--- config.mk ---
export PLATFORM = sky130hd
export DESIGN_NAME = coef_port_top
export DESIGN_NICKNAME = d
export VERILOG_FILES = /design/src/rtl/coef_port_pkg.sv /design/src/rtl/coef_addr_decode.sv /design/src/rtl/coef_stage_buf.sv /design/src/rtl/coef_port_top.sv
export SDC_FILE = /design/constraint.sdc
export NUM_CORES = 1
export LEC_CHECK = 0
export ABC_AREA = 1
export BUFFER_PORTS_ARGS = -buffer_cell sky130_fd_sc_hd__buf_2
export CAP_MARGIN = 20
export CORE_MARGIN = 2
export CORE_UTILIZATION = 42
export CTS_CLUSTER_DIAMETER = 80
export CTS_CLUSTER_SIZE = 14
export DETAILED_ROUTE_END_ITERATION = 8
export PLACE_DENSITY_LB_ADDON = 0.3
export SYNTH_ARGS = -nofsm -noshare
export SYNTH_HDL_FRONTEND = slang
export SYNTH_SLANG_ARGS = --single-unit
--- constraint.sdc ---
create_clock -name clk -period 0.9 [get_ports clk]
set_input_delay 0.09 -clock clk [delete_from_list [all_inputs] [get_ports clk]]
set_output_delay 0.09 -clock clk [all_outputs]
set_load 0.02 [all_outputs]
--- src/rtl/coef_port_pkg.sv ---
package coef_port_pkg;

    localparam int BYTE_W = 8;

    // kind of host access after decoding
    typedef enum logic [2:0] {
        ACC_NONE     = 3'd0,
        ACC_LANE     = 3'd1,
        ACC_COPY     = 3'd2,
        ACC_UNMAPPED = 3'd3
    } acc_kind_t;

    // decoded command-location activity for one cycle
    typedef struct packed {
        logic      copy_out;   // buffer -> internal register
        logic      copy_in;    // internal register -> buffer
        acc_kind_t kind;
    } acc_cmd_t;

    function automatic int lane_count(input int w);
        return (w + BYTE_W - 1) / BYTE_W;
    endfunction

    function automatic int lane_bits(input int w, input int k);
        int r;
        r = w - k * BYTE_W;
        if (r > BYTE_W) r = BYTE_W;
        return r;
    endfunction

endpackage

--- src/rtl/coef_addr_decode.sv ---
module coef_addr_decode
    import coef_port_pkg::*;
#(
    parameter int ADDR_W = 4,
    parameter int LANES  = 3
) (
    input  logic [ADDR_W-1:0] addr,
    input  logic              wr,
    input  logic              rd,
    output logic [LANES-1:0]  lane_we,
    output logic [LANES-1:0]  lane_re,
    output acc_cmd_t          cmd
);

    localparam logic [ADDR_W-1:0] COPY_OFS = ADDR_W'(LANES);

    logic is_copy;
    logic is_lane;

    assign is_copy = (addr == COPY_OFS);
    assign is_lane = (addr < COPY_OFS);

    for (genvar k = 0; k < LANES; k++) begin : g_lane
        assign lane_we[k] = wr && (addr == ADDR_W'(k));
        assign lane_re[k] = rd && (addr == ADDR_W'(k));
    end

    always_comb begin
        cmd.copy_out = wr && is_copy;
        cmd.copy_in  = rd && is_copy;
        if (!(wr || rd))  cmd.kind = ACC_NONE;
        else if (is_lane) cmd.kind = ACC_LANE;
        else if (is_copy) cmd.kind = ACC_COPY;
        else              cmd.kind = ACC_UNMAPPED;
    end

endmodule

--- src/rtl/coef_stage_buf.sv ---
module coef_stage_buf
    import coef_port_pkg::*;
#(
    parameter int COEF_W = 22,
    parameter int LANES  = 3
) (
    input  logic              clk,
    input  logic              rst,
    input  logic [LANES-1:0]  lane_we,
    input  logic [LANES-1:0]  lane_re,
    input  logic [7:0]        wdata,
    input  logic              capture,
    input  logic [COEF_W-1:0] capture_val,
    output logic [7:0]        rdata,
    output logic [COEF_W-1:0] buf_q
);

    localparam int TOP_BITS = lane_bits(COEF_W, LANES - 1);

    logic [LANES-1:0][7:0] lane_byte;
    logic [LANES-1:0][7:0] lane_masked;

    for (genvar k = 0; k < LANES; k++) begin : g_lane
        localparam int LO = k * BYTE_W;
        localparam int LB = lane_bits(COEF_W, k);

        logic [LB-1:0] lane_q;

        always_ff @(posedge clk) begin
            if (rst)             lane_q <= '0;
            else if (capture)    lane_q <= capture_val[LO +: LB];
            else if (lane_we[k]) lane_q <= wdata[LB-1:0];
        end

        assign buf_q[LO +: LB] = lane_q;
        assign lane_byte[k]    = 8'(lane_q);
        assign lane_masked[k]  = lane_re[k] ? lane_byte[k] : 8'h00;

        // a lone lane write is held in that lane on the next cycle
        assert_lane_write_R2: assert property (@(posedge clk) disable iff (rst)
            (lane_we[k] && !capture) |=> (lane_q == $past(wdata[LB-1:0])));
    end

    always_comb begin
        rdata = 8'h00;
        for (int k = 0; k < LANES; k++) rdata = rdata | lane_masked[k];
    end

    // the top lane never shows bits beyond the coefficient width
    assert_top_lane_narrow_R3: assert property (@(posedge clk) disable iff (rst)
        lane_re[LANES-1] |-> ((rdata >> TOP_BITS) == 8'h00));

endmodule

--- src/rtl/coef_port_top.sv ---
module coef_port_top
    import coef_port_pkg::*;
#(
    parameter int COEF_W = 22,
    parameter int ADDR_W = 4
) (
    input  logic              clk,
    input  logic              rst,
    input  logic [ADDR_W-1:0] bus_addr,
    input  logic [7:0]        bus_wdata,
    input  logic              bus_wr,
    input  logic              bus_rd,
    output logic [7:0]        bus_rdata,
    output logic              coef_load,
    output logic [COEF_W-1:0] coef_wdata,
    input  logic [COEF_W-1:0] coef_rdata
);

    localparam int LANES = lane_count(COEF_W);
    localparam logic [ADDR_W-1:0] COPY_OFS = ADDR_W'(LANES);

    logic [LANES-1:0]  lane_we;
    logic [LANES-1:0]  lane_re;
    acc_cmd_t          cmd;
    logic [7:0]        buf_rdata;
    logic [COEF_W-1:0] buf_q;

    coef_addr_decode #(.ADDR_W(ADDR_W), .LANES(LANES)) u_dec (
        .addr    (bus_addr),
        .wr      (bus_wr),
        .rd      (bus_rd),
        .lane_we (lane_we),
        .lane_re (lane_re),
        .cmd     (cmd)
    );

    coef_stage_buf #(.COEF_W(COEF_W), .LANES(LANES)) u_buf (
        .clk         (clk),
        .rst         (rst),
        .lane_we     (lane_we),
        .lane_re     (lane_re),
        .wdata       (bus_wdata),
        .capture     (cmd.copy_in),
        .capture_val (coef_rdata),
        .rdata       (buf_rdata),
        .buf_q       (buf_q)
    );

    assign coef_load  = cmd.copy_out;
    assign coef_wdata = buf_q;
    assign bus_rdata  = (cmd.kind == ACC_LANE && bus_rd) ? buf_rdata : 8'h00;

    // load strobe appears only for a write to the command location
    assert_load_only_copy_R6: assert property (@(posedge clk) disable iff (rst)
        coef_load |-> (bus_wr && bus_addr == COPY_OFS));

    // a command write alone leaves the buffer untouched
    assert_copy_out_keeps_buf_R4: assert property (@(posedge clk) disable iff (rst)
        (bus_wr && !bus_rd && bus_addr == COPY_OFS) |=> $stable(coef_wdata));

    // a command read captures the register value into the buffer
    assert_copy_in_capture_R5: assert property (@(posedge clk) disable iff (rst)
        (bus_rd && bus_addr == COPY_OFS) |=> (coef_wdata == $past(coef_rdata)));

    // the command location reads as zero
    assert_copy_reads_zero_R5: assert property (@(posedge clk) disable iff (rst)
        (bus_rd && bus_addr == COPY_OFS) |-> (bus_rdata == 8'h00));

    // unmapped offsets have no effect
    assert_unmapped_quiet_R7: assert property (@(posedge clk) disable iff (rst)
        ((bus_wr || bus_rd) && bus_addr > COPY_OFS) |=> $stable(coef_wdata));

    // both strobes on the command location: the load fires as well
    assert_dual_copy_load_R8: assert property (@(posedge clk) disable iff (rst)
        (bus_wr && bus_rd && bus_addr == COPY_OFS) |-> coef_load);

    // no read strobe, no read data
    assert_idle_rdata_R9: assert property (@(posedge clk) disable iff (rst)
        !bus_rd |-> (bus_rdata == 8'h00));

endmodule

Word level (Yosys, flattened, before mapping)
Cells that the tools add are included.
- word-level logic and storage cells: 37
- bits in latches: 0
- register bits: 22
- memories kept: 0
- ROM bits: 0
- memory bits (writable): 0
- output and inout bits: 31
- add/sub/neg operators: 0
- muxes and demuxes: 13
- divide/modulo/power cells: 0
- bitwise logic cells: 2
- order comparisons: 1
- equality and inequality tests: 4
- multipliers: 0
- reductions and logical operators: 14
- shifts and indexed selects: 0
- operator list (cell ; number):
    $mux 8 ; 7
    $mux 6 ; 3
    $or 8x8->8 ; 2
    $logic_and 1x1->1 ; 9
    $eq 4x2->1 const B ; 2
    $mux 3 ; 2
    $reduce_bool 2->1 ; 3
    $eq 4x1->1 const B ; 1
    $logic_not 4->1 ; 1
    $lt 4x2->1 const B ; 1
    $eq 3x1->1 const B ; 1
    $logic_or 1x1->1 ; 1
    $mux 1 ; 1

Depth between registers and ports, before layout
Gate-level depths: netlist (run 1).
- word-level depth: 7
- gate-level depth with buffers: 8
- depth with buffers taken out: 7

Cells and area by module
Synthesis (run 1) repeated with hierarchy kept, for this count alone.
- cells, all modules: 243
- area, all modules: 1430.1 um^2
- modules (own cells, without submodules) (module ; times used ; seq. area each (um^2) ; area each (um^2) ; cells each):
    coef_stage_buf ; 1 ; 440.4 ; 1232.4 ; 196
    coef_addr_decode ; 1 ; 0.0 ; 117.6 ; 27
    coef_port_top ; 1 ; 0.0 ; 80.1 ; 20

Worst setup path before layout (run 1)
OpenSTA, ideal clock, no wires.
- kind: input to output
- start point: input port bus_addr[3]
- end point: output port bus_rdata[0]
- data arrival time: 1.032 ns
- slack: -0.222 ns
- cell stages on the path: 4
- path buffers: 1
- required time: 0.810 ns
- cells stage by stage: nor2_4 -> buf_4 -> nand3_1 -> o211ai_1
- cells in the longest elaborated chain, start to end: 7
- elaborated cells between the ends (all ways): 19
- RTL lines (item ; RTL line ; text):
    start: declaration ; coef_port_top.sv:9 ; input logic [ADDR_W-1:0] bus_addr,
    parallel branches: the longest is 6 deep, another holds $lt 4x2->1 ; n/a ;
    $mux 8 * ; coef_port_top.sv:51 ; assign bus_rdata = (cmd.kind == ACC_LANE && bus_rd) ? buf_rdata : 8'h00;
    end: declaration ; coef_port_top.sv:13 ; output logic [7:0] bus_rdata,
Mark *: on every way between the ends.

Worst setup path in the final report (run 1)
- start point: register u_buf.g_lane[0].lane_q[0]
- end point: output port bus_rdata[0]
- cells in the longest elaborated chain, start to end: 4
- RTL lines (item ; RTL line ; text):
    start: declaration ; coef_stage_buf.sv:27 ; logic [LB-1:0] lane_q;
    start signal: assignment ; coef_stage_buf.sv:31 ; else if (capture) lane_q <= capture_val[LO +: LB];
    start signal: assignment ; coef_stage_buf.sv:32 ; else if (lane_we[k]) lane_q <= wdata[LB-1:0];
    $mux 8 ; coef_stage_buf.sv:37 ; assign lane_masked[k] = lane_re[k] ? lane_byte[k] : 8'h00;
    $or 8x8->8 (2 in series) ; coef_stage_buf.sv:46 ; for (int k = 0; k < LANES; k++) rdata = rdata | lane_masked[k];
    $mux 8 ; coef_port_top.sv:51 ;
No other way between the ends.

==> results of run 1 <==
## per-stage QoR
stage	instance area, sq um	std cells	TNS, ps
6_report	2770	378	-6930
5_1_grt	2770	378	-8660
4_1_cts	2330	364	-2510
3_5_place_dp	2030	352	-6170
3_3_place_gp	2030	352	-5780
2_1_floorplan	1500	229	-794
## layer usage
metal / global-route usage, % / vias up / part of all wire, %
met2: 43.5 / 126 / 50
met5: 0 / - / 0
met4: 8.33 / 0 / 4.8
met1: 31.4 / 961 / 38
li1: - / 986 / -
met3: 2.52 / 33 / 6.9
## repair_timing
action / CTS / global route
setup buffers: 7 / 16
pin swaps: 9 / 23
gates resized for setup: 77 / 97
gates cloned: 1 / 1
endpoints found under the setup margin: 31 / 53
hold buffers: 0 / 0
## power groups by stage
stage	Clock [mW]	Sequential, mW	Combinational (mW)
4_1_cts	0.574	1.05	0.651
5_1_grt	0.612	1.06	0.884
2_1_floorplan	0	1.10	0.269
3_5_place_dp	0	1.06	0.560
3_3_place_gp	0	1.06	0.552
6_report	0.577	1.06	0.833
## cells by family (layout without fill, tap and decap cells)
logic type,Yosys count,in the layout,share of synthesized area (%)
buffers and inverters,32,135,9.60
DFF,22,22,30.2
AOI/OAI and AO/OA,8,8,3.94
and+or+nand+nor,167,167,56.3
## cells in the final DEF (no fill, tap or decap), drive strengths merged
cell / count
nand3b: 12
dfxtp: 22
nand3: 16
nand4: 34
inv: 17
buf: 112
o211ai: 6
o22ai: 2
nand2: 56
bufbuf: 1
and3: 1
nor2: 48
clkbuf: 5
## final cells by class
type                    count  area share [%]
clock buffers               4            1.31
multi-input cells         175            38.9
repair buffers            114            38.0
well taps                  46            2.08
inverters                  17            2.76
flip-flops and latches     22            16.9
## worst min-delay path by stage
stage	startpoint	to	slack (ps)	cells after the start
global placement	bus_wdata[7]	u_buf.g_lane[0].lane_q[7]	430	5
detailed placement	bus_wdata[7]	u_buf.g_lane[0].lane_q[7]	440	5
global route	bus_wdata[7]	u_buf.g_lane[0].lane_q[7]	130	5
floorplan	rst	u_buf.g_lane[0].lane_q[4]	270	3
CTS	bus_wdata[7]	u_buf.g_lane[0].lane_q[7]	110	5
finish	bus_wdata[7]	u_buf.g_lane[0].lane_q[7]	110	5
## synth_stat cells, drive strengths merged
cell / instances
inv: 17
o22ai: 2
and3: 1
o211ai: 6
dfxtp: 22
nand4: 34
nand3b: 12
clkbuf: 4
buf: 11
nand3: 16
nand2: 56
nor2: 48
## worst reg2reg max path, cell delays in order (launching register included)
cell and delay, ps:
dfxtp_2 380, inv_2 40, buf_4 120, buf_4 120, nand3_2 60, nand2_1 50
nor2_1 80
==> summary.md, run 1 <==
| Metric | Value |
|---|---|
| Top post-synthesis cells by area | dfxtp_1 (30%), nand4_1 (15%), nand2_1 (14%) |
| Core area | 0.00334 sq mm |
| Fmax | 826 MHz |
| Crit path max-delay family | flip-flops |
| Power Total | 2.47 mW |
| Pint | 1.67 mW |
| WS Path Type | flip-flop to primary output |
| DIE WIDTH | 63.0 um |
| Worst EP arrival | around 1100 ps |
| Area Overhead vs Synth | 89.6% |
| Row count | 21 |
| Initial DRC Count | 143 |
| Final Core Density | 83.0% |
| Hold slack | between 100 and 150 ps |
| Syn Nets | 267 |
| GRT Overall Usage | around a quarter |
| Setup slack, reg-to-reg | -10 ps |
| Seq pwr share | 42.8% |
| Clock Path Buffers | 2 |
| Syn avg cell area | 6.38 sq um |
| RSZ-0062 raised after global routing | true |
| Status | finished with violations |
| CP Depth | 3 |
| Routed Wire Length | 6.25 mm |
| First-pass DRT Iterations | 7 |
| NumNets Final | 371 |
| Slowest CP cell | dfxtp_2 |
| Wire length per cell | around 17 um |
| Gate power share | 33.8% |
| Synth top area share | 30.2% |
| Die ar. | between 0.003 and 0.004 sq mm |
| Reg2Reg Depth | 6 |
| Slew Limit Fails | 0 |
| Worst slack, placed | -255 ps |
| Vias in the first global route | 1833 |
| Register area | 468 sq um |
| Worst-Margin Slew | approximately 250 ps |
| Syn Std Cell Area | around 0.0015 sq mm |
| Final setup fails | 43 |
| Biggest regs | u_buf.g_lane.lane_q (22) |
| Required @ worst endpoint | slightly above 800 ps |
| Worst skew pair latency | around 310 ps |
| Port bufs | 68 |
| Clock Tree Root | clkbuf_4 |
| Pwr dens | 891 mW/mm^2 |
| Peak VDD IR | 0.741 mV |
| Initial Util | 43.8% |
| Max stage delay on crit path | 380 ps |
| Clock network fraction of total power | 23.4% |
| Worst setup margin | -310 ps |
| Drt drc | 1 |
| Pin count of the biggest net entering global routing | 23 |
| CP startpoint | u_buf.g_lane[0].lane_q[0] |
| Via density per instance | roughly 5.6 |
| Switching share of power | approximately 32% |
| Crit path cell chain | inv_2 -> o211ai_1 -> buf_4 |
| CTS sink cnt | 22 |
| GP Congestion | 0.881 |
| Reg2reg start | u_buf.g_lane[0].lane_q[0] |
| Post-Synthesis Cells | 229 |
| Critical Path Fanout Max | 2 |
| Max transition margin | 83.1% |
| Hold Path Class | primary input to flip-flop |
| Bufs and invs on worst path | 2 |
| Sw Pwr | 0.796 mW |
| Crit. End Element | primary output |
| Clock Skews | 0 ps |
| Antenna viol nets, final | 0 |
| Startpoint Class | flip-flop |
| Htree depth | 1 |
| Yosys cell types | 17 |
| Vias post-DR | 2106 |
| Max FFs per register | 22 |
| Initial antenna violation count | 0 |
| Final Hold Vio Count | 0 |
| Leak pwr | around 1.3 nW |
| Yosys warning total | 0 |
| Fillers | around 200 |
| First-pass GRT wire length | around 8.0 mm |
| # Max-Cap Violations | 0 |
| Detail Placement HPWL | 3.59 mm |
| TritonCTS buffer count | 3 |
| Share of cells above drive strength 1 | 60.8% |
| GR Overflow Total | 0 |
| Multi-input logic area | about 0.0011 sq mm |
| Clock transition at path regs | 140 ps |
| Synthesized flop and latch total | 22 |
| Diodes inserted | 0 |
| Worst r2r dst | u_buf.g_lane[0].lane_q[0] |
| Violated checks | DRC, setup timing |
| Biggest register | u_buf.g_lane.lane_q |
| Minimum clock period | 1210 ps |
| Ports | 69 |
| Die H | 63.0 um |
| Final period util | 134% |
| Yosys top cell by area | dfxtp_1 |
| Register area share after synthesis | 30.2% |
| CTS tree | yes |
| Setup crit end | bus_rdata[0] |
No activity file was read; power rests on OpenSTA's default activity.
==> run 2: changes to the inputs <==
BUFFER_PORTS_ARGS = -buffer_cell sky130_fd_sc_hd__buf_4   (was -buffer_cell sky130_fd_sc_hd__buf_2)
PLACE_DENSITY = 0.76   (was default)
PLACE_DENSITY_LB_ADDON = default   (was 0.3)
==> run 2 against run 1 <==
Net effect: the run ends with setup timing left; combinational power is 4.6% lower; die area unchanged; power up 7.1%; register-to-register slack gained 90 ps; first-iteration DRC count down 13%; fmax increased by 1.9%; largest cell class is now non-clock buffers; highest routed layer unchanged.
==> summary.md, run 2 (synthesis results as in run 1) <==
| Metric | Value |
|---|---|
| Final period util | 132% (was 134%) |
| Final Hold Vio Count | 0 (unchanged) |
| GR Overflow Total | 0 (unchanged) |
| Core area | 0.00334 sq mm (unchanged) |
| Htree depth | 1 (unchanged) |
| Port bufs | 68 (unchanged) |
| Setup TNS | -3460 ps (was -6930 ps) |
| RSZ-0062 raised after global routing | true (unchanged) |
| Worst r2r dst | u_buf.g_lane[0].lane_q[2] (was u_buf.g_lane[0].lane_q[0]) |
| Fmax | 842 MHz (was 826 MHz) |
| Seq pwr share | 39.8% (was 42.8%) |
| Ports | 69 (unchanged) |
| Biggest register | u_buf.g_lane.lane_q (unchanged) |
| DIE WIDTH | 63.0 um (unchanged) |
| Hold Path Class | primary input to flip-flop (unchanged) |
| Max stage delay on crit path | 370 ps (was 380 ps) |
| Bufs and invs on worst path | 2 (unchanged) |
| Wire length per cell | 14.6 um (was 16.5 um) |
| Clock Path Buffers | 2 (unchanged) |
| Diodes inserted | 0 (unchanged) |
| Worst EP arrival | 1100 ps (was 1120 ps) |
| Share of cells above drive strength 1 | 50.3% (was 60.8%) |
| CTS sink cnt | 22 (unchanged) |
| Clock transition at path regs | 140 ps (about the same) |
| GP Congestion | 0.828 (was 0.881) |
| WHS Path Cells | 5 (unchanged) |
| Commonest non-fill, non-tap cell in the layout | buf_4 (was buf_6) |
| Pint | 1.89 mW (was 1.67 mW) |
| Row count | 21 (unchanged) |
| Sw Pwr | 0.757 mW (was 0.796 mW) |
| Via density per instance | 5.44 (was 5.57) |
| Peak VDD IR | 0.542 mV (was 0.741 mV) |
| Clock network fraction of total power | 30.1% (was 23.4%) |
| Pwr dens | 995 mW/mm^2 (was 891 mW/mm^2) |
| First-pass GRT wire length | 8.38 mm (was 7.96 mm) |
| Crit path cell chain | inv_2 -> o211ai_1 -> buf_4 (unchanged) |
| Final Core Density | 79.6% (was 83.0%) |
| TritonCTS buffer count | 3 (unchanged) |
| Critical Path Fanout Max | 2 (unchanged) |
| Gate power share | 30.1% (was 33.8%) |
| CTS tree | yes (unchanged) |
| Slowest CP cell | dfxtp_2 (unchanged) |
| # Max-Cap Violations | 0 (unchanged) |
| Initial Util | 43.8% (unchanged) |
| Setup slack, reg-to-reg | 80 ps (was -10 ps) |
| WS Path Type | flip-flop to primary output (unchanged) |
| Worst skew pair latency | 320 ps (was 310 ps) |
| Die H | 63.0 um (unchanged) |
| Hold Startpoint | bus_wdata[7] (unchanged) |
| Minimum clock period | 1190 ps (was 1210 ps) |
| Max FFs per register | 22 (unchanged) |
| Detail Placement HPWL | 3.48 mm (was 3.59 mm) |
| Initial DRC Count | 125 (was 143) |
| Worst setup margin | -287 ps (was -310 ps) |
| Commonest non-fill, non-tap cells in the layout | buf_4 (77), nand2_1 (54), nor2_1 (43), nand4_1 (34), buf_6 (33) (was buf_6 (44), nand2_1 (43), buf_2 (35), nand4_1 (34)) |
| Clock Tree Root | clkbuf_4 (unchanged) |
| Vias post-DR | 2068 (was 2106) |
| Initial antenna violation count | 0 (unchanged) |
| Leak pwr | 1.31 nW (was 1.34 nW) |
| Vias in the first global route | 1868 (was 1833) |
| Status | finished with violations (unchanged) |
| WHS Endpoint | u_buf.g_lane[0].lane_q[7] (unchanged) |
| Switching share of power | 28.6% (was 32.3%) |
| Reg2reg start | u_buf.g_lane[0].lane_q[2] (was u_buf.g_lane[0].lane_q[0]) |
| Violated checks | setup timing (was DRC, setup timing) |
| Worst-Margin Slew | 225 ps (was 253 ps) |
| Drt drc | 0 (was 1) |
| GRT Overall Usage | 26.3% (was 24.8%) |
| Max transition margin | 84.9% (was 83.1%) |
| Reg2Reg Depth | 5 (was 6) |
| First-pass DRT Iterations | 4 (was 7) |
| Routed Wire Length | 5.56 mm (was 6.25 mm) |
| Crit path max-delay family | flip-flops (unchanged) |
| Pin count of the biggest net entering global routing | 23 (unchanged) |
| Startpoint Class | flip-flop (unchanged) |
| Antenna viol nets, final | 0 (unchanged) |
| NumNets Final | 373 (was 371) |
| Area Overhead vs Synth | 81.9% (was 89.6%) |
| Die ar. | 0.00396 sq mm (unchanged) |
| Crit. End Element | primary output (unchanged) |
| Final setup fails | 25 (was 43) |
| Hold slack | 81.5 ps (was 113 ps) |
| Biggest regs | u_buf.g_lane.lane_q (22) (unchanged) |
| Required @ worst endpoint | 810 ps (about the same) |
| Slew Limit Fails | 0 (unchanged) |
| Clock Skews | 0 ps (unchanged) |
[run 2: changes by cell type in the layout (fill, tap and decap cells not counted), moves of 5 or more]
cell	change
buf_2	-35
buf_4	+51
buf_6	-11
nand2_1	+11
nand2_2	-5
nand2_4	-6
nand3_1	+6
nand3_2	-6
nor2_1	+17
nor2_2	-14
[run 2: worst min-delay path, cell delays in order]
cell and delay, ps:
buf_4 70, nand2_1 60, nand2_1 60, nor2_1 40, nor2_1 60
[run 2: power by group through the flow]
stage               registers, mW  clock network, mW  logic [mW]
finish                       1.05              0.795       0.795
global placement             1.06                  0       0.621
CTS                          1.05              0.806       0.715
detailed placement           1.06                  0       0.629
floorplan                    1.10                  0       0.269
global route                 1.06              0.846       0.852
[run 2: how the worst max path moves through the flow]
stage	slack, ps	cells past startpoint	from	endpoint
final	-290	3	u_buf.g_lane[0].lane_q[2]	bus_rdata[2]
after global routing	-330	3	u_buf.g_lane[0].lane_q[2]	bus_rdata[2]
after CTS	-270	3	u_buf.g_lane[2].lane_q[2]	bus_rdata[2]
after detailed placement	-240	8	bus_addr[3]	u_buf.g_lane[0].lane_q[5]
after global placement	-240	6	bus_addr[3]	bus_rdata[0]
after floorplan	-110	4	bus_addr[3]	bus_rdata[0]
[run 2: per-stage QoR]
step | power, mW | cells | area [sq um] | setup WS (ps)
floorplan | 1.37 | 229 | 1500 | -114
global placement | 1.68 | 351 | 2200 | -236
detailed placement | 1.69 | 351 | 2200 | -235
CTS | 2.57 | 366 | 2500 | -272
global route | 2.75 | 380 | 2660 | -334
finish | 2.64 | 380 | 2660 | -287
[run 2: final cells by class]
type	count	area, sq um
Clock buffer	3	22.5
Clock inverter	1	30.0
Fill cell	225	681
Inverter	17	63.8
Multi-Input combinational cell	175	932
Sequential cell	22	468
Tap cell	46	57.6
Timing Repair Buffer	116	1080
[run 2: timing repair]
action / in CTS / in global routing
pin swaps: 10 / 7
endpoints found under the setup margin: 31 / 31
setup buffers: 11 / 17
gates resized for setup: 56 / 18
hold buffers: 0 / 0
cloned: 1 / 0
[run 2: layer usage]
| layer | global-route usage [%] | part of all wire [%] |
|---|---|---|
| met1 | 30.9 | 39 |
| met4 | 12.5 | 4.1 |
| met5 | 0 | 0 |
| met2 | 47.1 | 51 |
| met3 | 3.24 | 5.8 |
